$ cat src/rtl/match_timer.sv
module match_timer #(
  parameter int DW = 32
) (
  input  logic          clk,
  input  logic          rst_n,
  input  logic          tick_en,
  input  logic          bus_wr,
  input  logic [2:0]    bus_word,
  input  logic [DW-1:0] bus_wdata,
  output logic [DW-1:0] bus_rdata,
  output logic [3:0]    irq,
  output logic          wdt_rst
);
  localparam int NCH = 4;

  logic [DW-1:0]  cnt;
  logic [DW-1:0]  mval [NCH];
  logic [NCH-1:0] stat, ien, hit;
  logic           wd_en;

  wire ld_cnt = bus_wr && bus_word == 3'd4;
  wire wr_st  = bus_wr && bus_word == 3'd5;
  wire wr_wd  = bus_wr && bus_word == 3'd6;
  wire wr_ie  = bus_wr && bus_word == 3'd7;
  wire step   = tick_en && !ld_cnt;

  for (genvar n = 0; n < NCH; n++) begin : g_ch
    assign hit[n] = step && cnt == mval[n];

    always_ff @(posedge clk)
      if (!rst_n) mval[n] <= '0;
      else if (bus_wr && bus_word == 3'(n)) mval[n] <= bus_wdata;

    p_match_sets_r5: assert property (@(posedge clk) disable iff (!rst_n)
      hit[n] |=> stat[n]);
    p_w1c_r6: assert property (@(posedge clk) disable iff (!rst_n)
      (wr_st && bus_wdata[n] && !hit[n]) |=> !stat[n]);
    p_keep_r6: assert property (@(posedge clk) disable iff (!rst_n)
      (stat[n] && !(wr_st && bus_wdata[n])) |=> stat[n]);
  end

  always_ff @(posedge clk) begin
    if (!rst_n) begin
      cnt     <= '0;
      stat    <= '0;
      ien     <= '0;
      wd_en   <= 1'b0;
      wdt_rst <= 1'b0;
    end else begin
      if (ld_cnt)       cnt <= bus_wdata;
      else if (tick_en) cnt <= cnt + 1'b1;
      stat    <= (stat & ~(wr_st ? bus_wdata[NCH-1:0] : '0)) | hit;
      if (wr_ie) ien <= bus_wdata[NCH-1:0];
      if (wr_wd && bus_wdata[0]) wd_en <= 1'b1;
      wdt_rst <= wd_en && hit[3];
    end
  end

  assign irq = stat & ien;

  always_comb
    case (bus_word)
      3'd4:    bus_rdata = cnt;
      3'd5:    bus_rdata = {{(DW-NCH){1'b0}}, stat};
      3'd6:    bus_rdata = {{(DW-1){1'b0}}, wd_en};
      3'd7:    bus_rdata = {{(DW-NCH){1'b0}}, ien};
      default: bus_rdata = mval[bus_word[1:0]];
    endcase

  p_step_r3: assert property (@(posedge clk) disable iff (!rst_n)
    (tick_en && !ld_cnt) |=> cnt == $past(cnt) + 1'b1);
  p_hold_r3: assert property (@(posedge clk) disable iff (!rst_n)
    (!tick_en && !ld_cnt) |=> $stable(cnt));
  p_load_r4: assert property (@(posedge clk) disable iff (!rst_n)
    ld_cnt |=> cnt == $past(bus_wdata));
  p_irq_off_r8: assert property (@(posedge clk) disable iff (!rst_n)
    (wr_ie && bus_wdata[NCH-1:0] == '0) |=> irq == '0);
  p_wd_sticky_r9: assert property (@(posedge clk) disable iff (!rst_n)
    wd_en |=> wd_en);
  p_rst_cause_r10: assert property (@(posedge clk) disable iff (!rst_n)
    wdt_rst |-> ($past(wd_en) && stat[3]));
  p_rst_pulse_r10: assert property (@(posedge clk) disable iff (!rst_n)
    (wdt_rst && !hit[3]) |=> !wdt_rst);
endmodule

$ cat config.mk
export PLATFORM = sky130hd
export DESIGN_NAME = match_timer
export DESIGN_NICKNAME = d
export VERILOG_FILES = /design/src/rtl/match_timer.sv
export SDC_FILE = /design/constraint.sdc
export NUM_CORES = 1
export LEC_CHECK = 0
export CAP_MARGIN = 40
export CORE_MARGIN = 4
export CORE_UTILIZATION = 55
export CTS_BUF_LIST = sky130_fd_sc_hd__clkbuf_4
export DETAILED_ROUTE_END_ITERATION = 8
export DONT_BUFFER_PORTS = 1
export PLACE_DENSITY = 0.7
export SYNTH_ARGS = -nofsm -noshare
export SYNTH_HDL_FRONTEND = slang
export SYNTH_SLANG_ARGS = --single-unit
$ cat constraint.sdc
create_clock -name clk -period 9.7 [get_ports clk]
set_input_delay 1.94 -clock clk [delete_from_list [all_inputs] [get_ports clk]]
set_output_delay 1.94 -clock clk [all_outputs]
set_load 0.05 [all_outputs]
==> results.txt <==
Setup Skew: 0.0331 ns
RSZ-0062 raised after global routing: no
Yosys top cell area share: 0.392
Rel. slew slack: 0.399
CTS Buf Count: 17
crit path launch: bus_word[2]
Fillers: 1,404
Setup Fix Bufs, Post-CTS: 0
layout cell share with drive strength beyond 1: 0.123
total wire length: 28.6 mm
CTS H-tree depth: 4
number of flops mapped to enable cells by yosys: 128
vias in the first global route: 6,774
Ports: 76
initial antenna violation count: 1
Clock Pin Slew Worst Setup and Hold Paths: 0.16 ns
Synth area leader: edfxtp_1
status: complete, no violations
top cells by area, synth: edfxtp_1 39%, xor2_1 12%, and2_1 8.7%, dfxtp_1 8.6%, mux4_2 7.6%
LEAKAGE: 3.82 nW
ratio of final minimum period to clock period: 0.555
critical path's slowest cell: nor3_4
Chip Height: 141 um
WL/cell: 27.2 um
Mean Syn Cell Area: 11.4 sq um
initial DRC count: 867
drt drc: 0
mapped cell area: 0.00980 sq mm
pins over their slew limit: 0
ANT nets after route: 0
design area: 0.0102 sq mm
nets: 855
VDD IR max: 0.0000689 V
sequential share of the synthesized area: 0.478
DP Area: 0.00990 sq mm
Post-CTS Resized: 0
Final Setup Violations: 0
Gate Count Post-Synth: 858
initial core utilization: 0.565
Top FF cell, synth: edfxtp_1
Rows: 48
Peak Freq: 186 MHz
Yosys warning count: 0
Vias: 6,930
final setup margin: 4.31 ns
critical path's largest stage delay: 0.57 ns
syn_nets: 898
critical path class: input pin to output pin
Port Buffers: 0
hold_sp: wd_en$_SDFFE_PN0P_
CTS Buffer Depth: 2
final hold vios: 0
CTS tree: done
hold_buf cts: 0
vias per cell: 6.57
Initial DRT Pass Iterations: 6
clock latency on the worst-skew pair: 0.61 ns
Worst Hold Class: register to register
hpwl dp: 19.7 mm
Clock Sinks: 170
P per Cell Area: 148 mW/mm^2
FF+latch count, synth: 170
Worst EP arrival: 3.45 ns
most common cell in the netlist: xor2_1
origin of the critical flop-to-flop path: cnt[0]$_SDFFE_PN0P_
core footprint: 0.0174 sq mm
synth unique cells: 50
crit end category: output pin
asr flop ratio synth: 0
worst-path fanout max: 15
maxcap violations: 0
Die Span X: 141 um
largest net degree at the start of global routing: 58
Root Buffer: clkbuf_4
worst-margin pin slew: 0.896 ns
first-pass GRT wire length: 42.7 mm
post-place setup slack: 4.27 ns
die area: 0.0200 sq mm
min Tclk post-route: 5.39 ns
Setup TNS: 0 ns
crit-path cells: inv_1 > nor3_4 > buf_4 > a22o_1
gr usage total: 0.291
Critical Path Start Type: input pin
Post-synth top cells: 137 x xor2_1, 136 x and2_1, 128 x edfxtp_1
Final Power: 1.51 mW
Worst Path Required: 7.76 ns
area grow syn2layout: 4.09%
gr ovfl total: 0
GPL Wtd Cong: 0.927
worst hold slack: 0.502 ns
cell type report:
class | count | area (sq um) | share of cell area
antenna | 1 | 2.50 | 0.000245
clock buffer | 17 | 128 | 0.0125
clock inverter | 15 | 165 | 0.0162
inverter | 5 | 18.8 | 0.00184
multi-input combinational | 606 | 4790 | 0.469
sequential | 170 | 4680 | 0.459
tap | 225 | 282 | 0.0276
timing repair buffer | 15 | 133 | 0.0130
critical path: cells and delay by family:
kind | cells | cell delay, ns
AND/OR/NAND/NOR | 1 | 0.57
AO/OA/AOI/OAI | 1 | 0.50
buffers and inverters | 2 | 0.41
cells by family after synthesis:
logic type	share of synthesized area
mux	0.0844
xor+xnor	0.127
buf+inv	0.0407
simple gates	0.196
compound gates	0.0721
flops	0.478
fa+ha+maj	0.00128
path summary, 6_finish.rpt:
path	slack, ns	end	cells past startpoint
setup reg to reg	7.14	cnt[16]$_SDFFE_PN0P_	5
hold reg to reg	0.50	wdt_rst$_SDFF_PN0_	2
hold / removal	0.50	wdt_rst$_SDFF_PN0_	2
setup / recovery	4.31	bus_rdata[9]	4
registers in the layout, indices dropped and copies added (netlist names):
name     count
mval       128
stat         4
ien          4
cnt         32
wdt_rst      1
wd_en        1
through the flow:
stage | instances | utilization
after floorplan | 858 | -
after global routing | 1054 | 0.588
final | 1054 | 0.588
after detailed placement | 1021 | 0.571
after global placement | 1017 | 0.568
after CTS | 1053 | 0.587
where the power goes:
part	switching (mW)	internal, mW
Combinational	0.136	0.0746
Clock	0.272	0.157
Sequential	0.0447	0.825
cell usage in the layout (no fill, tap or decap), types with 6 or more instances in the layout:
cell,count
xor2_1,137
and2_1,136
edfxtp_1,128
dfxtp_1,42
nor4_1,39
mux4_2,33
nand2_1,31
a22o_1,27
nand3_1,25
nor2_1,24
o21ai_0,23
nand4_1,18
clkbuf_4,17
buf_4,14
a211oi_1,13
or3_1,10
a31oi_1,9
and4_1,6
nor3_1,6
metal layers:
metal / global-route usage / vias to the layer above / part of all wire
met5: 0 / - / 0
met4: 0.129 / 0 / 0.043
met3: 0.0718 / 72 / 0.094
met2: 0.441 / 359 / 0.46
met1: 0.399 / 3441 / 0.40
li1: - / 3058 / -
Power figures use the tool's default switching activity.
